`config.mk`:
```
export PLATFORM = sky130hd
export DESIGN_NAME = acc_core
export DESIGN_NICKNAME = d
export VERILOG_FILES = /design/src/rtl/acc_pkg.sv /design/src/rtl/acc_decode.sv /design/src/rtl/acc_addr.sv /design/src/rtl/acc_core.sv
export SDC_FILE = /design/constraint.sdc
export NUM_CORES = 1
export LEC_CHECK = 0
export ABC_AREA = 1
export ABC_CLOCK_PERIOD_IN_PS = 7400
export BUFFER_PORTS_ARGS = -buffer_cell sky130_fd_sc_hd__buf_2
export CORE_ASPECT_RATIO = 0.6
export CORE_MARGIN = 3
export CORE_UTILIZATION = 30
export DETAILED_ROUTE_END_ITERATION = 12
export PLACE_DENSITY_LB_ADDON = 0.2
export SLEW_MARGIN = 25
export SYNTH_ARGS = -nofsm -noshare
export SYNTH_HDL_FRONTEND = slang
export SYNTH_SLANG_ARGS = --single-unit
```
`constraint.sdc`:
```
create_clock -name clk -period 7.4 [get_ports clk]
set_clock_uncertainty 0.1 [all_clocks]
set_input_delay 1.48 -clock clk [delete_from_list [all_inputs] [get_ports clk]]
set_output_delay 1.48 -clock clk [all_outputs]
set_load 0.005 [all_outputs]
```
`src/rtl/acc_pkg.sv`:
```
package acc_pkg;
    localparam int ADDR_W = 16;
    localparam int DATA_W = 8;

    typedef logic [ADDR_W-1:0] addr_t;
    typedef logic [DATA_W-1:0] byte_t;

    typedef enum logic [2:0] {
        ST_FADDR, ST_FDATA, ST_EXEC, ST_MEM, ST_MEM2, ST_HALT
    } state_t;

    typedef enum logic [2:0] {
        M_INH, M_IMM, M_DIR, M_EXT, M_IDX, M_REL
    } mode_t;

    typedef enum logic [3:0] {
        OP_LDA, OP_LDB, OP_ADD, OP_STA, OP_LDX, OP_ABA, OP_BNE, OP_STOP, OP_BAD
    } op_t;

    typedef struct packed {
        op_t        op;
        mode_t      mode;
        logic [1:0] nbytes;
    } dec_t;

    localparam byte_t OPC_LDA_IMM = 8'h86;
    localparam byte_t OPC_LDA_DIR = 8'h96;
    localparam byte_t OPC_LDA_EXT = 8'hB6;
    localparam byte_t OPC_LDA_IDX = 8'hA6;
    localparam byte_t OPC_LDB_DIR = 8'hD6;
    localparam byte_t OPC_ADD_DIR = 8'h9B;
    localparam byte_t OPC_ADD_EXT = 8'hBB;
    localparam byte_t OPC_STA_DIR = 8'h97;
    localparam byte_t OPC_STA_EXT = 8'hB7;
    localparam byte_t OPC_LDX_IMM = 8'hCE;
    localparam byte_t OPC_LDX_EXT = 8'hFE;
    localparam byte_t OPC_ABA     = 8'h1B;
    localparam byte_t OPC_BNE     = 8'h26;
    localparam byte_t OPC_STOP    = 8'h3F;

    function automatic addr_t sext8(byte_t v);
        return {{(ADDR_W-DATA_W){v[DATA_W-1]}}, v};
    endfunction

    function automatic addr_t zext8(byte_t v);
        return {{(ADDR_W-DATA_W){1'b0}}, v};
    endfunction
endpackage

```
`src/rtl/acc_decode.sv`:
```
module acc_decode
    import acc_pkg::*;
(
    input  byte_t opcode,
    output dec_t  dec
);
    always_comb begin
        dec = '{op: OP_BAD, mode: M_INH, nbytes: 2'd1};
        case (opcode)
            OPC_LDA_IMM: dec = '{op: OP_LDA,  mode: M_IMM, nbytes: 2'd2};
            OPC_LDA_DIR: dec = '{op: OP_LDA,  mode: M_DIR, nbytes: 2'd2};
            OPC_LDA_EXT: dec = '{op: OP_LDA,  mode: M_EXT, nbytes: 2'd3};
            OPC_LDA_IDX: dec = '{op: OP_LDA,  mode: M_IDX, nbytes: 2'd2};
            OPC_LDB_DIR: dec = '{op: OP_LDB,  mode: M_DIR, nbytes: 2'd2};
            OPC_ADD_DIR: dec = '{op: OP_ADD,  mode: M_DIR, nbytes: 2'd2};
            OPC_ADD_EXT: dec = '{op: OP_ADD,  mode: M_EXT, nbytes: 2'd3};
            OPC_STA_DIR: dec = '{op: OP_STA,  mode: M_DIR, nbytes: 2'd2};
            OPC_STA_EXT: dec = '{op: OP_STA,  mode: M_EXT, nbytes: 2'd3};
            OPC_LDX_IMM: dec = '{op: OP_LDX,  mode: M_IMM, nbytes: 2'd3};
            OPC_LDX_EXT: dec = '{op: OP_LDX,  mode: M_EXT, nbytes: 2'd3};
            OPC_ABA:     dec = '{op: OP_ABA,  mode: M_INH, nbytes: 2'd1};
            OPC_BNE:     dec = '{op: OP_BNE,  mode: M_REL, nbytes: 2'd2};
            OPC_STOP:    dec = '{op: OP_STOP, mode: M_INH, nbytes: 2'd1};
            default:     dec = '{op: OP_BAD,  mode: M_INH, nbytes: 2'd1};
        endcase
    end
endmodule

```
`src/rtl/acc_addr.sv`:
```
module acc_addr
    import acc_pkg::*;
(
    input  mode_t mode,
    input  byte_t b1,
    input  byte_t b2,
    input  addr_t xr,
    input  addr_t pc,
    output addr_t ea
);
    always_comb begin
        case (mode)
            M_DIR:   ea = zext8(b1);
            M_EXT:   ea = {b1, b2};
            M_IDX:   ea = xr + zext8(b1);
            M_REL:   ea = pc + sext8(b1);
            default: ea = pc;
        endcase
    end
endmodule

```
`src/rtl/acc_core.sv`:
```
module acc_core
    import acc_pkg::*;
#(
    parameter logic [15:0] START_ADDR = 16'hC200
) (
    input  logic        clk,
    input  logic        rst,
    output logic [15:0] mem_addr,
    output logic [7:0]  mem_wdata,
    input  logic [7:0]  mem_rdata,
    output logic        mem_we,
    output logic        halted,
    output logic        fault
);
    state_t     st;
    addr_t      pc, xr, ea;
    byte_t      acc_a, acc_b, ir_op, ir_b1, ir_b2, dec_in, addend, sum;
    logic       zf, fault_q;
    logic [1:0] cnt;
    dec_t       dec;
    logic       mem_mode;

    assign dec_in = (st == ST_FDATA && cnt == 2'd0) ? mem_rdata : ir_op;

    acc_decode u_dec (.opcode(dec_in), .dec(dec));
    acc_addr   u_ea  (.mode(dec.mode), .b1(ir_b1), .b2(ir_b2), .xr(xr), .pc(pc), .ea(ea));

    assign mem_mode = (dec.mode == M_DIR) || (dec.mode == M_EXT) || (dec.mode == M_IDX);
    assign addend   = (st == ST_EXEC) ? acc_b : mem_rdata;
    assign sum      = acc_a + addend;

    always_comb begin
        mem_addr  = pc;
        mem_we    = 1'b0;
        mem_wdata = acc_a;
        if (st == ST_EXEC && mem_mode) begin
            mem_addr = ea;
            mem_we   = (dec.op == OP_STA);
        end else if (st == ST_MEM && dec.op == OP_LDX) begin
            mem_addr = ADDR_W'(ea + 16'd1);
        end
    end

    assign halted = (st == ST_HALT);
    assign fault  = fault_q;

    always_ff @(posedge clk) begin
        if (rst) begin
            st      <= ST_FADDR;
            pc      <= START_ADDR;
            xr      <= '0;
            acc_a   <= '0;
            acc_b   <= '0;
            ir_op   <= '0;
            ir_b1   <= '0;
            ir_b2   <= '0;
            zf      <= 1'b0;
            fault_q <= 1'b0;
            cnt     <= 2'd0;
        end else begin
            case (st)
                ST_FADDR: begin
                    pc <= ADDR_W'(pc + 16'd1);
                    st <= ST_FDATA;
                end
                ST_FDATA: begin
                    case (cnt)
                        2'd0:    ir_op <= mem_rdata;
                        2'd1:    ir_b1 <= mem_rdata;
                        default: ir_b2 <= mem_rdata;
                    endcase
                    if (cnt == 2'd0 && dec.op == OP_BAD) begin
                        fault_q <= 1'b1;
                        st      <= ST_HALT;
                    end else if (2'(cnt + 2'd1) == dec.nbytes) begin
                        cnt <= 2'd0;
                        st  <= ST_EXEC;
                    end else begin
                        cnt <= 2'(cnt + 2'd1);
                        st  <= ST_FADDR;
                    end
                end
                ST_EXEC: begin
                    st <= ST_FADDR;
                    case (dec.op)
                        OP_LDA: if (dec.mode == M_IMM) begin
                                    acc_a <= ir_b1;
                                    zf    <= (ir_b1 == '0);
                                end else st <= ST_MEM;
                        OP_LDX: if (dec.mode == M_IMM) begin
                                    xr <= {ir_b1, ir_b2};
                                    zf <= ({ir_b1, ir_b2} == '0);
                                end else st <= ST_MEM;
                        OP_LDB, OP_ADD: st <= ST_MEM;
                        OP_ABA: begin
                            acc_a <= sum;
                            zf    <= (sum == '0);
                        end
                        OP_BNE:  if (!zf) pc <= ea;
                        OP_STOP: st <= ST_HALT;
                        default: ;
                    endcase
                end
                ST_MEM: begin
                    st <= ST_FADDR;
                    case (dec.op)
                        OP_LDA: begin
                            acc_a <= mem_rdata;
                            zf    <= (mem_rdata == '0);
                        end
                        OP_LDB: begin
                            acc_b <= mem_rdata;
                            zf    <= (mem_rdata == '0);
                        end
                        OP_ADD: begin
                            acc_a <= sum;
                            zf    <= (sum == '0);
                        end
                        OP_LDX: begin
                            xr[15:8] <= mem_rdata;
                            st       <= ST_MEM2;
                        end
                        default: ;
                    endcase
                end
                ST_MEM2: begin
                    xr[7:0] <= mem_rdata;
                    zf      <= ({xr[15:8], mem_rdata} == '0);
                    st      <= ST_FADDR;
                end
                default: st <= ST_HALT;
            endcase
        end
    end

    AST_FETCH_STEP: assert property (@(posedge clk) disable iff (rst)
        (st == ST_FADDR) |=> (mem_addr == 16'($past(mem_addr) + 16'd1)));
    AST_DIRECT_PAGE_ZERO: assert property (@(posedge clk) disable iff (rst)
        (st == ST_EXEC && dec.mode == M_DIR) |-> (mem_addr[15:8] == 8'h00));
    AST_INDEX_KEPT: assert property (@(posedge clk) disable iff (rst)
        (st == ST_EXEC && dec.mode == M_IDX) |=> (xr == $past(xr)));
    AST_HALT_HOLDS: assert property (@(posedge clk) disable iff (rst)
        halted |=> (halted && !mem_we));
    AST_FAULT_HALTS: assert property (@(posedge clk) disable iff (rst)
        fault |-> halted);
    AST_STORE_PULSE: assert property (@(posedge clk) disable iff (rst)
        mem_we |=> !mem_we);
endmodule

```
==> results_dict.tcl, run 1 <==
set metrics [dict create \
    status "finished clean" \
    drtAntennaViolNets 0 \
    finalWirelength_mm 26.7 \
    fin_setup_tns_ns 0 \
    grt.total_usage_pct 20.9 \
    overflow 0 \
    startpoint "mem_rdata[3]" \
    cp.required_ns 5.82 \
    cts_resized 0 \
    clk_pin_slew_ns 0.06 \
    layoutNonFillerInstCount 1468 \
    end_kind "output port" \
    vias 7996 \
    finalMaxSlewViolations 0 \
    numCtsBuffers 9 \
    synth_cell_types 51 \
    syn_to_final_growth_pct 10.0 \
    crit_top_cell "nand2_1" \
    final_nets 1196 \
    crit_path_top_delay_cell "nand4_1" \
    synth-seq-cells 79 \
    r2r_setup_slack_ns 3.04 \
    die_area_mm2 0.0259 \
    clk-insertion-delay-late_ns 0.36 \
    register_area_mm2 0.00158 \
    grt_setup_unrepaired "no" \
    n_fill_cell 2661 \
    synth_area_mm2 0.00719 \
    fin_crit_sh_pct 90.5 \
    path_cells "buf_2 > inv_1 > nand4_1 > nand2_1 > nand2_1 > nor2_2 > nand4_1 > nand3_2 > inv_1 > nand2_1 > nand2_1 > inv_1 > ha_1 > nand3_1 > nor2_1 > nand2_1 > nand2_1 > nand3_1 > nand2_1 > nand2_1 > buf_2" \
    grt_pass1_wl_mm 42.2 \
    die_y_um 126 \
    grt_pass1_vias 7066 \
    min_period_ns 6.70 \
    setup_viol 0 \
    initial_core_util_pct 30.8 \
    core_mm2 0.0233 \
    synth_cells 1140 \
    clock.fmax_ghz 0.149 \
    max_cap_violations 0 \
    worstMarginPinSlew_ns 0.936 \
    hold_viol_final 0 \
    dr.pass1.iters 5 \
    wl_per_cell_um 18.2 \
    worstHoldStart "fault" \
    crit_type "in -> out" \
    crit_fanout 12 \
    placed_cells 1453 \
    cp_num_buf_inv 5 \
    slew-limit-headroom_pct 37.4 \
    clockBufferDepth 2 \
    io_buffer_count 36 \
    synth_nets 1187 \
    worstPathArrival_ns 5.12 \
    holdBufCountCts 0 \
    layout_common_cells "242 x nand2_1, 108 x a21oi_1, 104 x o21ai_0, 102 x nor2_1, 100 x inv_1" \
    root_buffer "clkbuf_16" \
    cts.htree.levels 3 \
    antennaDiodeCount 0 \
    hold_class "reg -> reg" \
    peakVddDrop_mv 0.142 \
    ys_warn_count 0 \
    antenna_found_initial 0 \
    seq_area_frac_synth_pct 22.0 \
    synth_area_per_cell_um2 6.31 \
    drt-initial-drc-count 972 \
    slowest_delay_ns 0.60 \
    postCtsSetupBuffers 0 \
    routabilityCongestion 0.922 \
    cts_tree "yes" \
    leakage_nw 3.45 \
    power_density_mw_per_mm2 181 \
    path_delay_family "simple AND/OR/NAND/NOR gates" \
    cp-start-kind "primary input" \
    cts.sinks 79 \
    rows 43 \
    dp.final_hpwl_mm 20.5 \
    die_w_um 206 \
    grt_max_degree 41 \
    ioPinCount 37 \
    drive_above_1_share_pct 10.7 \
    drc 0 \
    layout_commonest_cell "nand2_1" \
    r2r-start "cnt[0]" \
    via_per_inst 5.45 \
    multi_input_area_mm2 0.00496 \
]
-- area by class of cell --
cell class	instances	area share, %
inverters	114	5.41
well taps	315	4.98
clock inverters	4	0.886
flip-flops and latches	79	20.0
repair buffers	44	3.04
multi-input cells	901	62.6
clock buffers	11	3.07
-- path summary, 6_finish.rpt --
check,end,cells past startpoint
max,mem_addr[14],21
min,fault,2
max reg2reg,mem_wdata[0],18
min reg2reg,fault,2
-- registers in the layout (all words and copies together) (netlist names) --
| register | flops |
|---|---|
| zf | 1 |
| ir_op | 8 |
| cnt | 2 |
| acc_b | 8 |
| pc | 16 |
| st | 3 |
| xr | 16 |
| mem_wdata | 8 |
| fault | 1 |
| ir_b2 | 8 |
| ir_b1 | 8 |
-- report_power, final --
group | internal (mW) | switching [mW] | total [mW]
clock network | 0.302 | 0.192 | 0.494
registers | 0.460 | 0.0557 | 0.516
logic | 0.141 | 0.280 | 0.422
-- synth_stat cells, drive strengths merged --
library cell | instances | area, um2
nand2 | 254 | 1000
fa | 3 | 60.1
o211ai | 2 | 15.0
o221a | 1 | 11.3
and2 | 1 | 6.26
nand3b | 4 | 30.0
inv | 113 | 424
a22oi | 1 | 7.51
o21ai | 114 | 574
nor3 | 15 | 101
buf | 18 | 125
nand3 | 96 | 521
o221ai | 3 | 26.3
o2bb2ai | 1 | 8.76
a21oi | 110 | 558
ha | 34 | 425
o311ai | 1 | 8.76
o21a | 1 | 7.51
o22ai | 7 | 43.8
a31oi | 15 | 93.8
nor3b | 4 | 46.3
xnor2 | 12 | 105
xor2 | 32 | 280
clkinv | 1 | 3.75
nor2 | 117 | 497
a21o | 3 | 22.5
nand4 | 41 | 282
a211oi | 1 | 7.51
nor4 | 10 | 62.6
clkbuf | 28 | 105
a221oi | 11 | 96.3
a2111oi | 1 | 8.76
or2 | 3 | 18.8
dfxtp | 79 | 1580
o21bai | 3 | 22.5
-- routing by layer --
| layer | up-vias | track usage (%) | part of all wire [%] |
|---|---|---|---|
| met5 | - | 0 | 0 |
| met4 | 0 | 3.63 | 0.97 |
| met3 | 25 | 4.73 | 8.9 |
| met2 | 298 | 24.7 | 35 |
| met1 | 3750 | 36.4 | 55 |
| li1 | 3923 | - | - |
-- logic make-up (layout without fill, tap and decap cells) --
family          Yosys count  in the layout  synth area share, %
flops                    79             79                 22.0
simple gates            545            545                 35.7
fa+ha+maj                37             37                 6.75
buf+inv                 160            173                 9.15
compound gates          275            275                 21.0
xor+xnor                 44             44                 5.36
-- tightest hold or removal path, stage by stage (launching register included) --
cell and delay (ns):
dfxtp_1 0.31, inv_1 0.05, a21oi_1 0.06
-- through the flow --
stage | total power [mW] | cell area (um2) | hold slack (ns) | utilization (%) | setup slack, ns
after floorplan | 0.799 | 7190 | 0.340 | - | 2.19
after global placement | 0.937 | 7600 | 0.340 | 32.5 | 0.891
after detailed placement | 0.935 | 7600 | 0.358 | 32.5 | 0.799
after CTS | 1.43 | 7910 | 0.367 | 33.9 | 0.785
after global routing | 1.51 | 7910 | 0.385 | 33.9 | 0.250
final | 1.43 | 7910 | 0.364 | 33.9 | 0.703
Note: power is estimated with default switching activity, not from simulation.
==> run 2: changes to the inputs <==
CORE_UTILIZATION = 45   (was 30)
==> results_dict.tcl, run 2 (same netlist as run 1, synthesis figures left out) <==
set metrics [dict create \
    status "finished clean" \
    die_w_um 169 \
    startpoint "mem_rdata[3]" \
    r2r_end "mem_wdata[2]" \
    fin_crit_sh_pct 90.4 \
    peakVddDrop_mv 0.108 \
    layout_common_cells "242 x nand2_1, 108 x a21oi_1, 104 x o21ai_0, 102 x nor2_1, 100 x inv_1" \
    grt.total_usage_pct 28.4 \
    hold_viol_final 0 \
    final_nets 1196 \
    finalMaxSlewViolations 0 \
    core_mm2 0.0155 \
    hold_class "reg -> reg" \
    numCtsBuffers 9 \
    n_fill_cell 1636 \
    die_y_um 104 \
    utilization_pct 50.1 \
    holdBufCountCts 0 \
    cts_tree "yes" \
    layout_commonest_cell "nand2_1" \
    min_period_ns 6.69 \
    drtAntennaViolNets 0 \
    reg_top3 "pc x16, xr x16" \
    crit_fanout 12 \
    multi_input_area_mm2 0.00496 \
    syn_to_final_growth_pct 7.99 \
    drc 0 \
    reg2regPathDepth 18 \
    finalWirelength_mm 24.7 \
    wl_per_cell_um 18.2 \
    drive_above_1_share_pct 10.8 \
    end_kind "output port" \
    dp.final_hpwl_mm 18.5 \
    antenna_found_initial 0 \
    worstMarginPinSlew_ns 0.954 \
    antennaDiodeCount 0 \
    r2r_setup_slack_ns 3.01 \
    clockBufferDepth 2 \
    root_buffer "clkbuf_16" \
    setup_viol 0 \
    fin_setup_tns_ns 0 \
    cts.sinks 79 \
    grt_max_degree 46 \
    r2r-start "cnt[0]" \
    drt-initial-drc-count 987 \
    power_density_mw_per_mm2 182 \
    routabilityCongestion 0.992 \
    worstPathArrival_ns 5.11 \
    rows 35 \
    endpoint "mem_addr[6]" \
    grt_setup_unrepaired "no" \
    initial_core_util_pct 46.4 \
    via_per_inst 5.85 \
    ioPinCount 37 \
    register_area_mm2 0.00158 \
    slew-limit-headroom_pct 36.2 \
    clk-insertion-delay-late_ns 0.35 \
    cp-start-kind "primary input" \
    leakage_nw 3.44 \
    dr.pass1.iters 6 \
    vias 7944 \
    overflow 0 \
    crit_type "in -> out" \
    grt_pass1_wl_mm 39.7 \
    clock.fmax_ghz 0.150 \
    max_cap_violations 0 \
    io_buffer_count 36 \
    cp.required_ns 5.82 \
    grt_pass1_vias 7067 \
    die_area_mm2 0.0176 \
    clk_pin_slew_ns 0.06 \
    postCtsSetupBuffers 0 \
    cts_resized 0 \
    cts.htree.levels 3 \
]
==> run 2: cell types whose count changed in the layout (fill, tap and decap cells not counted), sizes merged <==
cell      delta
clkinvlp     +1
bufinv       -1
inv          +2
clkinv       +1
clkbuf       -2
==> run 2: worst min path at each step <==
stage,to,depth (start not counted),slack (ns),from
finish,fault,2,0.37,fault
global route,acc_b[0],2,0.39,acc_b[0]
CTS,acc_b[0],2,0.37,acc_b[0]
detailed placement,acc_b[0],2,0.36,acc_b[0]
global placement,fault,2,0.34,fault
floorplan,acc_b[7],2,0.34,acc_b[7]
==> run 2: layout make-up <==
cell class	instances	share of cell area, %
Sequential cell	79	20.4
Tap cell	203	3.27
Timing Repair Buffer	44	3.09
Multi-Input combinational cell	901	63.8
Inverter	114	5.51
Clock inverter	7	1.03
Clock buffer	9	2.90
==> run 2: worst max-delay path, stage by stage <==
cell and delay, ns:
buf_2 0.13, inv_1 0.22, nand4_1 0.13, nand2_1 0.11, nand2_1 0.09, nor2_2 0.46, nand4_1 0.57, nand3_2 0.33
nand3_1 0.10, nand3b_1 0.18, nand2_1 0.15, inv_1 0.08, ha_1 0.21, nand3_1 0.17, nor2_1 0.10, nor2_1 0.09
nor2_1 0.04, o21ai_0 0.25, inv_1 0.07, buf_2 0.13
==> run 2: layer usage <==
layer,vias up,wire length (um),global-route usage [%]
met1,3573,12600,47.5
li1,3910,-,-
met5,-,0,0
met4,0,229,5.08
met2,434,8820,34.4
met3,27,3010,8.09
==> run 2: where the power goes <==
part           leakage [nW]  switching [mW]  internal, mW  total, mW
sequential            0.643          0.0528         0.460      0.513
combinational          2.65           0.285         0.141      0.426
clock                 0.148           0.206         0.266      0.472
total                  3.44           0.544         0.867       1.41
==> run 2: stage by stage <==
step / hold slack, ns / setup slack, ns / instance area [um2] / power, mW / std cells
2_1_floorplan: 0.340 / 2.19 / 7190 / 0.799 / 1140
3_3_place_gp: 0.340 / 0.997 / 7460 / 0.930 / 1341
3_5_place_dp: 0.359 / 0.903 / 7460 / 0.929 / 1341
4_1_cts: 0.369 / 0.877 / 7760 / 1.40 / 1357
5_1_grt: 0.385 / 0.413 / 7760 / 1.49 / 1357
6_report: 0.369 / 0.714 / 7760 / 1.41 / 1357
==> run 3: changes to the inputs <==
ABC_AREA = default   (was 1)
==> results_dict.tcl, run 3 <==
set metrics [dict create \
    async_reset_ff_share_pct 0 \
    synth_top_family_by_area "simple AND/OR/NAND/NOR gates" \
    whs_ns 0.371 \
    seq_area_frac_synth_pct 21.5 \
    grt_pass1_vias 6912 \
    layout_commonest_cell "nand2_1" \
    die_y_um 105 \
    end_kind "output port" \
    leakage_nw 3.20 \
    antenna_found_initial 0 \
    synth_top_cell_by_area "dfxtp_1" \
    total_power_mw 1.82 \
    initial_core_util_pct 47.0 \
    dp.final_hpwl_mm 19.6 \
    clock.fmax_ghz 0.142 \
    min_period_ns 7.05 \
    rows 35 \
    wl_per_cell_um 21.5 \
    final_nets 1071 \
    synthAdderAreaFrac_pct 6.59 \
    combPwrFrac_pct 43.4 \
    grt_setup_unrepaired "no" \
    syn_to_final_growth_pct 9.15 \
    p_clk_share_pct 26.0 \
    synthXorXnorAreaFrac_pct 4.99 \
    synth_top_flop_cell "dfxtp_1" \
    die_area_mm2 0.0180 \
    hold_depth 2 \
    synth_simple_gate_area_share_pct 28.2 \
    die_w_um 171 \
    synth-seq-cells 79 \
    max_cap_violations 0 \
    setup_ws_ns 0.348 \
    finalWirelength_mm 26.5 \
    reg_top3 "pc x16, xr x16" \
    status "finished clean" \
    sw_frac_of_total_pct 43.4 \
    antennaDiodeCount 0 \
    numCtsBuffers 9 \
    fin_crit_sh_pct 95.3 \
    hold_viol_final 0 \
    postCtsSetupBuffers 0 \
    drc 0 \
    ys_warn_count 0 \
    vias 7953 \
    crit_fanout 18 \
    hold_class "reg -> reg" \
    worstPathArrival_ns 5.47 \
    peakVddDrop_mv 0.122 \
    place_ws_ns 0.331 \
    root_buffer "clkbuf_16" \
    pwr-share-seq_pct 30.6 \
    core_mm2 0.0157 \
    grt_max_degree 80 \
    drtAntennaViolNets 0 \
    finalMaxSlewViolations 0 \
    ys_top_cells_by_area "dfxtp_1 21%, nand2_1 7.6%, a21oi_1 7.0%" \
    clockBufferDepth 2 \
    synth_top_area_share_pct 21.5 \
    cts.sinks 79 \
    grt.total_usage_pct 29.2 \
    synth_common_cells "149 x nand2_1, 108 x nor2_1, 103 x a21oi_1, 79 x dfxtp_1, 53 x clkbuf_1" \
    worstMarginPinSlew_ns 0.990 \
    routabilityCongestion 1.08 \
    drt-initial-drc-count 1094 \
    ioPinCount 37 \
    layout_common_cells "149 x nand2_1, 107 x nor2_1, 102 x a21oi_1, 79 x dfxtp_1, 49 x o21ai_0" \
    synth_nets 1067 \
    reg2regPathDepth 15 \
    fin_setup_tns_ns 0 \
    power_density_mw_per_mm2 226 \
    synth_area_per_cell_um2 7.22 \
    setup_viol 0 \
    cp-start-kind "primary input" \
    switching_power_uw 790 \
    grt_pass1_wl_mm 41.1 \
    clk_pin_slew_ns 0.06 \
    io_buffer_count 36 \
    synthMuxAreaShare_pct 7.10 \
    cts_tree "yes" \
    synth_area_mm2 0.00737 \
    synth_compound_area_share_pct 26.7 \
    crit_type "in -> out" \
    synth_cells 1020 \
    via_per_inst 6.46 \
    placed_cells 1216 \
    synth_cell_types 79 \
    clk-insertion-delay-late_ns 0.34 \
    cp.required_ns 5.82 \
    p_int_mw 1.03 \
    slew-limit-headroom_pct 33.7 \
    layoutNonFillerInstCount 1232 \
    dr.pass1.iters 7 \
    drive_above_1_share_pct 10.8 \
    cts.htree.levels 3 \
    synth.most_common_cell "nand2_1" \
    synth_edf_count 0 \
    overflow 0 \
]
## run 3: changes by cell type after synthesis, sizes merged, moves of 15 or more
cell,change
nand4,-30
xnor2,+15
o21ai,-64
inv,-96
xor2,-17
mux2i,+41
nor3,+18
nand2,-105
nand3,-73
nor2b,+16
clkbuf,+25
a211oi,+31
## run 3: area by class of cell
| type | count | area, um2 |
|---|---|---|
| clock buffer | 10 | 239 |
| clock inverter | 6 | 67.6 |
| fill | 1560 | 7640 |
| inverter | 17 | 63.8 |
| multi-input combinational | 855 | 5460 |
| sequential | 79 | 1580 |
| tap | 203 | 254 |
| timing repair buffer | 62 | 375 |
## run 3: final timing paths
| kind | from | end | slack, ns |
|---|---|---|---|
| min | fault | fault | 0.37 |
| min reg2reg | fault | fault | 0.37 |
| max reg2reg | cnt[0] | mem_wdata[4] | 2.80 |
| max | mem_rdata[2] | mem_addr[14] | 0.35 |
## run 3: through the flow
step | instance area, um2 | utilization [%]
2_1_floorplan | 7370 | -
3_3_place_gp | 7720 | 49.3
3_5_place_dp | 7720 | 49.3
4_1_cts | 8030 | 51.2
5_1_grt | 8040 | 51.3
6_report | 8040 | 51.3
## run 3: cell families after synthesis
family / Yosys count
buf+inv: 86
flops: 79
fa+ha+maj: 37
mux: 50
simple gates: 425
compound gates: 301
xor+xnor: 42
## run 3: per-layer routing
metal / vias up / global-route usage [%] / share of wire, %
met5: - / 0 / 0
met4: 0 / 4.19 / 0.75
met3: 31 / 13.0 / 15
met2: 480 / 33.7 / 35
met1: 3678 / 47.7 / 49
li1: 3764 / - / -
## run 3: timing repair
action	in CTS	in global routing
setup endpoints to repair	0	6
hold buffers	0	0
resized for setup	0	2
## run 3: power by group through the flow
stage / Clock, mW / Combinational (mW) / Sequential, mW
after floorplan: 0 / 0.583 / 0.524
after global placement: 0 / 0.761 / 0.563
after detailed placement: 0 / 0.758 / 0.562
after CTS: 0.477 / 0.762 / 0.554
after global routing: 0.494 / 0.855 / 0.566
final: 0.473 / 0.789 / 0.557
## run 3: worst max-delay path: stages
cell	delay, ns
buf_2	0.31
and4b_1	0.29
nand4_1	0.11
mux2i_1	0.46
a2111oi_4	0.11
buf_4	0.22
nor2_2	0.33
a221o_1	0.25
o21ai_0	0.29
inv_1	0.16
ha_1	0.15
inv_1	0.06
nor3_2	0.55
nand4_1	0.20
xor2_1	0.19
o21ai_0	0.16
buf_2	0.14
